`src/rtl/regfile_decode.sv`:
```
module regfile_decode #(
  parameter int ADDR_W   = 8,
  parameter int NUM_REGS = 16
) (
  input  logic                req,
  input  logic [ADDR_W-1:0]   addr,
  output logic [NUM_REGS-1:0] sel
);
  localparam int IDX_W = ADDR_W - 2;

  logic [IDX_W-1:0] word_idx;
  logic             unused_byte_lane;

  assign word_idx         = addr[ADDR_W-1:2];
  assign unused_byte_lane = ^addr[1:0];

  for (genvar k = 0; k < NUM_REGS; k++) begin : g_sel
    assign sel[k] = req && (word_idx == IDX_W'(k));
  end
endmodule

```
`src/rtl/regfile_store.sv`:
```
module regfile_store #(
  parameter int DATA_W   = 32,
  parameter int NUM_REGS = 16
) (
  input  logic                       clk,
  input  logic                       rst,
  input  logic [NUM_REGS-1:0]        wr_sel,
  input  logic [DATA_W-1:0]          wr_data,
  output logic [NUM_REGS*DATA_W-1:0] regs_flat
);
  for (genvar k = 0; k < NUM_REGS; k++) begin : g_reg
    logic [DATA_W-1:0] val_q;
    always_ff @(posedge clk) begin
      if (rst) begin
        val_q <= '0;
      end else if (wr_sel[k]) begin
        val_q <= wr_data;
      end
    end
    assign regs_flat[k*DATA_W +: DATA_W] = val_q;
  end
endmodule

```
`src/rtl/regfile_readback.sv`:
```
module regfile_readback #(
  parameter int DATA_W       = 32,
  parameter int NUM_REGS     = 16,
  parameter int FANIN_RETIME = 1,
  parameter int RESP_RETIME  = 1
) (
  input  logic                       clk,
  input  logic                       rst,
  input  logic                       rd_req,
  input  logic [NUM_REGS-1:0]        rd_sel,
  input  logic [NUM_REGS*DATA_W-1:0] regs_flat,
  output logic                       rd_ack,
  output logic [DATA_W-1:0]          rd_data
);
  localparam int HALF = NUM_REGS / 2;

  logic [DATA_W-1:0] part_lo, part_hi;
  logic [DATA_W-1:0] lo_a, hi_a;
  logic              vld_a;
  logic [DATA_W-1:0] merged;
  logic [DATA_W-1:0] data_b;
  logic              vld_b;

  // Gate each register with its select, reduce each half separately.
  always_comb begin
    part_lo = '0;
    part_hi = '0;
    for (int k = 0; k < NUM_REGS; k++) begin
      if (rd_sel[k]) begin
        if (k < HALF) part_lo = part_lo | regs_flat[k*DATA_W +: DATA_W];
        else          part_hi = part_hi | regs_flat[k*DATA_W +: DATA_W];
      end
    end
  end

  if (FANIN_RETIME != 0) begin : g_fanin
    always_ff @(posedge clk) begin
      if (rst) begin
        lo_a  <= '0;
        hi_a  <= '0;
        vld_a <= 1'b0;
      end else begin
        lo_a  <= part_lo;
        hi_a  <= part_hi;
        vld_a <= rd_req;
      end
    end
  end else begin : g_fanin_bypass
    assign lo_a  = part_lo;
    assign hi_a  = part_hi;
    assign vld_a = rd_req;
  end

  assign merged = lo_a | hi_a;

  if (RESP_RETIME != 0) begin : g_resp
    always_ff @(posedge clk) begin
      if (rst) begin
        data_b <= '0;
        vld_b  <= 1'b0;
      end else begin
        data_b <= merged;
        vld_b  <= vld_a;
      end
    end
  end else begin : g_resp_bypass
    assign data_b = merged;
    assign vld_b  = vld_a;
  end

  assign rd_ack  = vld_b;
  assign rd_data = data_b;
endmodule

```
`src/rtl/strobe_regfile.sv`:
```
module strobe_regfile #(
  parameter int DATA_W       = 32,
  parameter int ADDR_W       = 8,
  parameter int NUM_REGS     = 16,
  parameter int FANIN_RETIME = 1,
  parameter int RESP_RETIME  = 1
) (
  input  logic                       clk,
  input  logic                       rst,
  input  logic                       req,
  input  logic                       req_is_wr,
  input  logic [ADDR_W-1:0]          addr,
  input  logic [DATA_W-1:0]          wr_data,
  output logic                       rd_ack,
  output logic                       rd_err,
  output logic [DATA_W-1:0]          rd_data,
  output logic                       wr_ack,
  output logic                       wr_err,
  output logic [NUM_REGS*DATA_W-1:0] hw_out
);
  logic [NUM_REGS-1:0] sel;
  logic [NUM_REGS-1:0] wr_sel;
  logic [NUM_REGS-1:0] rd_sel;

  regfile_decode #(.ADDR_W(ADDR_W), .NUM_REGS(NUM_REGS)) u_decode (
    .req  (req),
    .addr (addr),
    .sel  (sel)
  );

  assign wr_sel = req_is_wr ? sel : '0;
  assign rd_sel = req_is_wr ? '0  : sel;

  regfile_store #(.DATA_W(DATA_W), .NUM_REGS(NUM_REGS)) u_store (
    .clk       (clk),
    .rst       (rst),
    .wr_sel    (wr_sel),
    .wr_data   (wr_data),
    .regs_flat (hw_out)
  );

  regfile_readback #(
    .DATA_W(DATA_W), .NUM_REGS(NUM_REGS),
    .FANIN_RETIME(FANIN_RETIME), .RESP_RETIME(RESP_RETIME)
  ) u_readback (
    .clk       (clk),
    .rst       (rst),
    .rd_req    (req && !req_is_wr),
    .rd_sel    (rd_sel),
    .regs_flat (hw_out),
    .rd_ack    (rd_ack),
    .rd_data   (rd_data)
  );

  assign rd_err = 1'b0;
  assign wr_ack = req && req_is_wr;
  assign wr_err = 1'b0;
endmodule

```
`config.mk`:
```
export PLATFORM = sky130hd
export DESIGN_NAME = strobe_regfile
export DESIGN_NICKNAME = d
export VERILOG_FILES = /design/src/rtl/regfile_decode.sv /design/src/rtl/regfile_store.sv /design/src/rtl/regfile_readback.sv /design/src/rtl/strobe_regfile.sv
export SDC_FILE = /design/constraint.sdc
export NUM_CORES = 1
export LEC_CHECK = 0
export CORE_UTILIZATION = 25
export DETAILED_ROUTE_END_ITERATION = 7
export HOLD_SLACK_MARGIN = 0.15
export PLACE_DENSITY_LB_ADDON = 0.05
export SKIP_CTS_REPAIR_TIMING = 1
export SYNTH_ARGS = -nofsm -noshare
export SYNTH_HDL_FRONTEND = slang
export SYNTH_SLANG_ARGS = --single-unit
```
`constraint.sdc`:
```
create_clock -name clk -period 2.44 [get_ports clk]
set_input_delay 0.366 -clock clk [delete_from_list [all_inputs] [get_ports clk]]
set_output_delay 0.366 -clock clk [all_outputs]
set_load 0.02 [all_outputs]
```
==> results of run 1 <==
==> power breakdown <==
group	total, W	switching, W	internal, W
Clock	0.0107	0.00449	0.00619
Sequential	0.0100	0.0000262	0.0100
Combinational	0.00130	0.000894	0.000406
==> per-stage QoR <==
stage / instance area (sq um) / cells / util (%)
finish: 35700 / 4999 / 35.7
global route: 35700 / 4999 / 35.7
CTS: 35700 / 4997 / 35.7
detailed placement: 33400 / 4874 / 33.4
global placement: 33400 / 4874 / 33.4
floorplan: 25300 / 3142 / -
==> registers in the layout (all words and copies together) (netlist names) <==
register	count
u_readback.rd_data	32
u_readback.lo_a	32
u_readback.rd_ack	1
u_store.g.val_q	512
u_readback.hi_a	32
u_readback.vld_a	1
==> layout make-up <==
type                    count  area, sq um
fillers                 10297        64400
clock inverters            17          151
repair buffers            763         7940
inverters                   1         3.75
clock buffers             106         2110
diodes                      1         2.50
well taps                1298         1620
flip-flops and latches    610        12200
multi-input cells        2203        11700
==> logic make-up after synthesis <==
family	count (synthesis)	share of synthesized area, %
compound gates	742	16.9
buf+inv	329	5.78
flops	610	48.4
mux	183	7.72
other cells	1	0.0148
simple gates	1276	21.2
==> worst max path at each step <==
stage | endpoint | from | slack (ps) | cells after the start
after floorplan | u_store.g_reg[14].val_q[3] | addr[7] | 490 | 8
after global placement | u_readback.hi_a[25] | addr[7] | -150 | 6
after detailed placement | u_readback.hi_a[22] | addr[7] | -170 | 6
after CTS | wr_ack | req_is_wr | 130 | 4
after global routing | wr_ack | req_is_wr | 100 | 4
final | wr_ack | req_is_wr | 100 | 4
==> worst max-delay path, stage by stage <==
cell	delay, ps
clkdlybuf4s50_1	570
buf_4	200
and2_1	200
clkdlybuf4s50_1	630
==> cell usage in the layout (no fill, tap or decap), drive strengths merged, types with 3 or more instances in the layout <==
master / count
dfxtp: 610
mux2: 24
a32oi: 6
o211a: 21
or3b: 3
nor2b: 10
nand3: 11
nor3: 35
nand2: 1046
and2: 4
or4: 5
mux4: 7
clkbuf: 107
a21oi: 548
clkdlybuf4s50: 583
a21o: 10
nand3b: 4
o211ai: 4
o2bb2ai: 12
o221ai: 25
a22o: 14
a22oi: 27
o31a: 10
nor4b: 6
o21a: 8
buf: 178
o21ai: 6
clkinv: 10
nor2: 82
o22ai: 43
mux2i: 152
inv: 4
nand4: 23
nand4b: 23
nor3b: 3
or3: 14
nand2b: 3
==> metal layers <==
metal | vias to the layer above | GRT usage [%]
met2 | 973 | 44.1
met1 | 12254 | 28.4
met3 | 176 | 5.72
met4 | 0 | 7.95
met5 | - | 0
li1 | 11605 | -
==> out/results.txt, run 1 <==
fin. max-slew vios - 0
Req. time, crit path - 2070 ps
Final Power - 0.0220 W
DR WL met2 - 65500 um
Setup TNS - 0 ps
clk root buf - clkbuf_16
R2R cell count - 4
GRT overflow - 0
pre-CTS WS - -168 ps
uppermost layer routed - met4
largest net degree at the start of global routing - 120
Max Root-Sink Buffers - 3
CP startpoint kind - input port
top cells by area, synth - dfxtp_1 (48%), nand2_1 (16%), a21oi_1 (11%)
synth cell count leaders - nand2_1 (1046), dfxtp_1 (610), a21oi_1 (548)
hold path depth - 4
pwr dens - 616 nW/um^2
Fin Clk Skew - 23.6 ps
top-count cell post-synth - nand2_1
final period utilization - 95.9%
drt first pass iters - 8
max_slew headroom - 44.4%
YS warnings - 0
vias per cell - 5.00
RSZ-0062 raised after global routing - no
Initial Util - 25.2%
share of layout cells above drive strength 1 - 9.35%
Post-Syn Area - 25300 sq um
mean cell area of the mapped netlist - 8.04 sq um
dpl hpwl - 93600 um
critical path class - in -> out
Post-synth EDFFs - 0
IO buf count - 587
vias in the first global route - 24.7k
Die W - 320 um
Worst Hold Launch - addr[4]
CTS Sinks - 610
core footprint - 100000 sq um
Final WS setup - 99.9 ps
Worst VDD drop - 0.000393 V
Die Y - 320 um
largest area contributor in the synthesized netlist - dfxtp_1
final worst path period need - 2340 ps
Main synth FF type - dfxtp_1
Hold Crit Class - in -> reg
CTS Buf Count - 74
initial antenna violation count - 1
drt total wl - 129000 um
Async SR Flop Fraction - 0%
Worst Tran Pin Value - 834 ps
Final ANT Viol Nets - 0
All-Layer GR Usage - 24.5%
Top Ports - 592
Worst Hold Slack - 320 ps
crit path max fanout - 6
sequential area share after synthesis - 48.4%
area delta synth->final - 41.5%
Final Wtd Congestion - 0.868
FF-to-FF setup slack - 950 ps
Hold Crit Endpoint - u_readback.lo_a[17]
first-pass GRT wire length - 183000 um
H-tree Lvls - 3
die area - 102000 sq um
max-cap viol count - 0
Pleak - 12.0 nW
wire length per cell - 25.9 um
Hold Vio Cnt, Final - 0
Placement Rows - 116
routed vias - 25.0k
Yosys top cell area share - 48.4%
Post-Syn Instances - 3141
Crit Reg-Reg Startpoint - u_store.g_reg[2].val_q[8]
Metal-1 WL - 50300 um
Seq cells post-synth - 610
final setup fails - 0
Setup crit end kind - primary output
Peak Freq - 427 MHz
Worst-path clk slew - 60 ps
r2r endpoint - u_readback.lo_a[8]
Clock Latency Late Sink - 630 ps
DR DRC count - 0
Nets - 3697
CTS tree - yes
Arr. time, crit path - 1970 ps
Initial DRC Count - 2004
status - complete, no violations
DR WL met3 - 9350 um
post-synthesis cell type count - 53
(Power assumes the default switching activity.)
==> run 2: changes to the inputs <==
--- a/config.mk
+++ b/config.mk
@@ -7,6 +7,7 @@
 export LEC_CHECK = 0
 export CORE_UTILIZATION = 25
 export DETAILED_ROUTE_END_ITERATION = 7
+export GPL_ROUTABILITY_DRIVEN = 0
 export HOLD_SLACK_MARGIN = 0.15
 export PLACE_DENSITY_LB_ADDON = 0.05
 export SKIP_CTS_REPAIR_TIMING = 1
==> constraint.sdc (replaced) <==
create_clock -name clk -period 3.04 [get_ports clk]
set_input_delay 0.456 -clock clk [delete_from_list [all_inputs] [get_ports clk]]
set_output_delay 0.456 -clock clk [all_outputs]
set_load 0.02 [all_outputs]
==> run 2 against run 1 <==
  * First-iteration DRC count increased by 2.9%
  * Non-clock buffer count fell by 65
  * Via count decreased by 1.8%
  * Wire length barely moved
  * Critical path depth unchanged
  * Total power is 16% lower
  * Hold slack worse by 83 ps
  * Worst setup slack gained 500 ps
  * Final cell count is 1.0% lower
  * Critical endpoint unchanged
  * Largest power group unchanged
  * Clock-buffer cell count grew 3
==> out/results.txt, run 2 (synthesized netlist as in run 1, its figures left out) <==
status - complete, no violations (unchanged)
Top Ports - 592 (unchanged)
Placement Rows - 116 (unchanged)
pre-CTS WS - 84.1 ps (was -168 ps)
Metal-1 WL - 50700 um (was 50300 um)
Final WS setup - 595 ps (was 99.9 ps)
routed vias - 24.6k (was 25.0k)
Setup crit end kind - primary output (unchanged)
Req. time, crit path - 2580 ps (was 2070 ps)
register with the most flip-flops - u_store.g.val_q (unchanged)
ant diodes - 0 (was 1)
Hold Crit Class - in -> reg (unchanged)
fin. max-slew vios - 0 (unchanged)
Pleak - 11.7 nW (was 12.0 nW)
wire length per cell - 26.1 um (was 25.9 um)
RSZ-0062 raised after global routing - no (unchanged)
Setup TNS - 0 ps (unchanged)
final setup fails - 0 (unchanged)
drt total wl - 129000 um (about the same)
initial antenna violation count - 2 (was 1)
pwr dens - 526 nW/um^2 (was 616 nW/um^2)
Clock Latency Late Sink - 630 ps (about the same)
vias in the first global route - 24.0k (was 24.7k)
Arr. time, crit path - 1990 ps (was 1970 ps)
vias per cell - 4.97 (was 5.00)
largest net degree at the start of global routing - 124 (was 120)
Cell Chain, Critical Path - clkdlybuf4s50_1 > buf_4 > and2_1 > clkdlybuf4s50_1 (unchanged)
core footprint - 100000 sq um (unchanged)
DR WL met3 - 8700 um (was 9350 um)
max-cap viol count - 0 (unchanged)
DR WL met2 - 66100 um (was 65500 um)
final worst path period need - 2440 ps
crit-path max cell delay - 650 ps (was 630 ps)
CP max-delay cell - clkdlybuf4s50_1 (unchanged)
max reg flops - 512 (unchanged)
CTS Buf Count - 75 (was 74)
IO buf count - 587 (unchanged)
CP most frequent cell - clkdlybuf4s50_1 (unchanged)
GRT overflow - 0 (unchanged)
CP startpoint kind - input port (unchanged)
Nets - 3633 (was 3697)
Hold Vio Cnt, Final - 0 (unchanged)
All-Layer GR Usage - 24.5% (about the same)
die area - 102000 sq um (unchanged)
Final ANT Viol Nets - 0 (unchanged)
crit path max fanout - 11 (was 6)
first-pass GRT wire length - 181000 um (was 183000 um)
Worst VDD drop - 0.000444 V (was 0.000393 V)
share of layout cells above drive strength 1 - 8.22% (was 9.35%)
dpl hpwl - 91400 um (was 93600 um)
area delta synth->final - 39.0% (was 41.5%)
final period utilization - 80.4%
CP top delay family - buffers and inverters (unchanged)
Initial Util - 25.2% (unchanged)
H-tree Lvls - 3 (unchanged)
most common cell after layout, fill and taps aside - nand2_1 (unchanged)
Initial DRC Count - 2063 (was 2004)
commonest non-fill, non-tap cells in the layout - nand2_1 (1044), dfxtp_1 (610), clkdlybuf4s50_1 (583), a21oi_1 (548), mux2i_1 (152) (unchanged)
DR DRC count - 0 (unchanged)
critical path class - in -> out (unchanged)
drt first pass iters - 5 (was 8)
Peak Freq - 409 MHz
Fin Clk Skew - 20.7 ps (was 23.6 ps)
clk root buf - clkbuf_16 (unchanged)
Max Root-Sink Buffers - 3 (unchanged)
Die W - 320 um (unchanged)
Worst Tran Pin Value - 1450 ps (was 834 ps)
buffers and inverters on the worst path - 3 (unchanged)
CTS tree - yes (unchanged)
uppermost layer routed - met5 (was met4)
CTS Sinks - 610 (unchanged)
Die Y - 320 um (unchanged)
Worst-path clk slew - 50 ps (was 60 ps)
max_slew headroom - 3.34% (was 44.4%)
run 2: per-layer routing:
metal  track usage, %  vias up
li1                 -    11480
met1             28.9    12064
met2             43.7      867
met3             5.38      154
met4             7.56        2
met5                0        -
run 2: final timing paths:
path | from | to | slack [ps] | cells after the start
worst max-delay path | req_is_wr | wr_ack | 600 | 4
worst min-delay path | rst | u_store.g_reg[10].val_q[2] | 240 | 2
worst max register to register | u_store.g_reg[2].val_q[8] | u_readback.lo_a[8] | 1550 | 4
worst min register to register | u_readback.lo_a[18] | u_readback.rd_data[18] | 440 | 2
run 2: report_power, final:
part | switching [W] | leakage (nW) | total [W] | internal, W
logic | 0.000709 | 5.50 | 0.000975 | 0.000266
clock network | 0.00379 | 1.27 | 0.00943 | 0.00564
registers | 0.0000207 | 4.92 | 0.00805 | 0.00803
total | 0.00452 | 11.7 | 0.0185 | 0.0139
run 2: layout make-up:
| cell class | instances | area [sq um] |
|---|---|---|
| flip-flops and latches | 610 | 12200 |
| clock inverters | 28 | 348 |
| fillers | 10379 | 65000 |
| repair buffers | 698 | 7030 |
| multi-input cells | 2203 | 11700 |
| well taps | 1298 | 1620 |
| clock buffers | 109 | 2210 |
| inverters | 1 | 3.75 |
run 2: through the flow:
stage / total power (W) / utilization [%] / area [sq um] / cells / hold slack (ps)
2_1_floorplan: 0.00874 / - / 25300 / 3142 / 411
3_5_place_dp: 0.00921 / 32.5 / 32600 / 4810 / 429
3_3_place_gp: 0.00920 / 32.5 / 32600 / 4810 / 436
4_1_cts: 0.0187 / 35.1 / 35100 / 4947 / 217
5_1_grt: 0.0190 / 35.1 / 35100 / 4947 / 243
6_report: 0.0185 / 35.1 / 35100 / 4947 / 237
run 2: worst register-to-register path, cell delays in order, from the launching register on:
cell and delay, ps:
dfxtp_1 340, or3b_2 450, a211oi_1 250, o21ai_0 150
a31oi_1 210
==> run 3: changes to the inputs <==
==> constraint.sdc (replaced) <==
create_clock -name clk -period 2.5 [get_ports clk]
set_input_delay 0.375 -clock clk [delete_from_list [all_inputs] [get_ports clk]]
set_output_delay 0.375 -clock clk [all_outputs]
set_load 0.02 [all_outputs]
==> run 3 against run 2 <==
  * Sequential share of layout area decreased by 0.72 points
  * Total power grew 19%
  * Wire length is 0.39% lower
  * Hold slack gained 140 ps
  * Non-clock buffer count up 64
  * Via count is 1.2% higher
  * Register-to-register slack worse by 540 ps
  * Design area is 2.1% higher
  * Die area unchanged
  * First-iteration DRC count increased by 3.2%
  * Global-route usage down 0.094 points
==> out/results.txt, run 3 (synthesized netlist as in run 1, its figures left out) <==
Hold Crit Class - in -> reg (unchanged)
Clock Latency Late Sink - 640 ps (was 630 ps)
CTS Sinks - 610 (unchanged)
Die Y - 320 um (unchanged)
dpl hpwl - 93300 um (was 91400 um)
vias in the first global route - 24.5k (was 24.0k)
first-pass GRT wire length - 181000 um (about the same)
core footprint - 100000 sq um (unchanged)
share of layout cells above drive strength 1 - 9.60% (was 8.22%)
RSZ-0062 raised after global routing - no (unchanged)
register with the most flip-flops - u_store.g.val_q (unchanged)
placement-stage cell area - 33400 sq um (was 32600 sq um)
drt first pass iters - 7 (was 5)
CP top delay family - buffers and inverters (unchanged)
max reg flops - 512 (unchanged)
Placed Instances - 4873 (was 4810)
pwr dens - 611 nW/um^2 (was 526 nW/um^2)
Top Ports - 592 (unchanged)
Cell Chain, Critical Path - clkdlybuf4s50_1 (was clkdlybuf4s50_1 > buf_4 > and2_1 > clkdlybuf4s50_1)
Setup crit end kind - primary output (unchanged)
wire length per cell - 25.7 um (was 26.1 um)
Worst-path clk slew - 50 ps (about the same)
CP max-delay cell - clkdlybuf4s50_1 (unchanged)
Final ANT Viol Nets - 0 (unchanged)
final period utilization - 87.4%
post-route non-filler standard cell count - 5006 (was 4947)
FF-to-FF setup slack - 1010 ps (was 1550 ps)
max-cap viol count - 0 (unchanged)
status - complete, no violations (unchanged)
commonest non-fill, non-tap cells in the layout - nand2_1 (1044), dfxtp_1 (610), clkdlybuf4s50_1 (583), a21oi_1 (548), mux2i_1 (152) (unchanged)
Final WS setup - 314 ps (was 595 ps)
initial antenna violation count - 1 (was 2)
clk root buf - clkbuf_16 (unchanged)
Crit Reg-Reg Startpoint - u_store.g_reg[2].val_q[8] (unchanged)
Worst Hold Slack - 381 ps (was 237 ps)
Max Root-Sink Buffers - 3 (unchanged)
CP startpoint kind - flop (was input port)
sequential cell area - 12200 sq um (unchanged)
final worst path period need - 2190 ps
Worst VDD drop - 0.000403 V (was 0.000444 V)
drt total wl - 129000 um (about the same)
Worst Hold Launch - addr[3] (was rst)
routed vias - 24.9k (was 24.6k)
Die W - 320 um (unchanged)
buffers and inverters on the worst path - 1 (was 3)
CTS tree - yes (unchanged)
Worst Tran Pin Value - 767 ps (was 1450 ps)
CP Depth - 1 (was 4)
Initial Util - 25.2% (unchanged)
All-Layer GR Usage - 24.4% (was 24.5%)
hold path depth - 4 (was 2)
Pleak - 12.1 nW (was 11.7 nW)
CTS Buf Count - 75 (unchanged)
Hold Vio Cnt, Final - 0 (unchanged)
Nets - 3697 (was 3633)
max_slew headroom - 48.8% (was 3.34%)
Peak Freq - 457 MHz
most common cell after layout, fill and taps aside - nand2_1 (unchanged)
Finished Core Util - 35.8% (was 35.1%)
critical path class - reg -> out (was in -> out)
Fin Clk Skew - 13.1 ps (was 20.7 ps)
R2R cell count - 4 (unchanged)
die area - 102000 sq um (unchanged)
vias per cell - 4.96 (was 4.97)
IO buf count - 587 (unchanged)
largest net degree at the start of global routing - 120 (was 124)
H-tree Lvls - 3 (unchanged)
GRT overflow - 0 (unchanged)
area occupied by multi-input gates - 11700 sq um (unchanged)
filler instances - 10.2k (was 10.4k)
Setup crit start - u_store.g_reg[10].val_q[19] (was req_is_wr)
pre-CTS WS - -124 ps (was 84.1 ps)
Arr. time, crit path - 1810 ps (was 1990 ps)
Req. time, crit path - 2120 ps (was 2580 ps)
Final Cell Area - 35800 sq um (was 35100 sq um)
Placement Rows - 116 (unchanged)
crit path max fanout - 3 (was 11)
area delta synth->final - 42.0% (was 39.0%)
crit-path max cell delay - 810 ps (was 650 ps)
final setup fails - 0 (unchanged)
Initial DRC Count - 2128 (was 2063)
DR DRC count - 0 (unchanged)
Hold Crit Endpoint - u_readback.hi_a[18] (was u_store.g_reg[10].val_q[2])
fin. max-slew vios - 0 (unchanged)
r2r endpoint - u_readback.lo_a[8] (unchanged)
## run 3: per-stage QoR
stage	TNS (ps)	total power, W
after global routing	0	0.0227
after floorplan	0	0.0106
after CTS	0	0.0222
after detailed placement	-1700	0.0113
after global placement	-2010	0.0113
final	0	0.0219
## run 3: where the power goes
part / switching (W) / internal [W]
clock: 0.00443 / 0.00642
sequential: 0.0000249 / 0.00976
combinational: 0.000870 / 0.000399
## run 3: area by class of cell
cell class | instances | area share, %
sequential | 610 | 34.1
antenna | 1 | 0.00698
clock inverter | 18 | 0.412
multi-input combinational | 2203 | 32.6
timing repair buffer | 762 | 22.1
clock buffer | 113 | 6.31
inverter | 1 | 0.0105
tap | 1298 | 4.53
## run 3: layer usage
layer | wire, um | share of wire (%) | GRT usage [%]
met5 | 0 | 0 | 0
met1 | 50400 | 39 | 28.2
met4 | 3720 | 2.9 | 7.00
met3 | 8770 | 6.8 | 5.97
met2 | 65900 | 51 | 44.0
## run 3: worst max path at each step
stage	to	slack, ps
3_5_place_dp	u_readback.hi_a[22]	-120
6_report	hw_out[339]	310
4_1_cts	hw_out[339]	280
5_1_grt	hw_out[339]	210
2_1_floorplan	u_store.g_reg[14].val_q[3]	540
3_3_place_gp	u_readback.hi_a[15]	-110
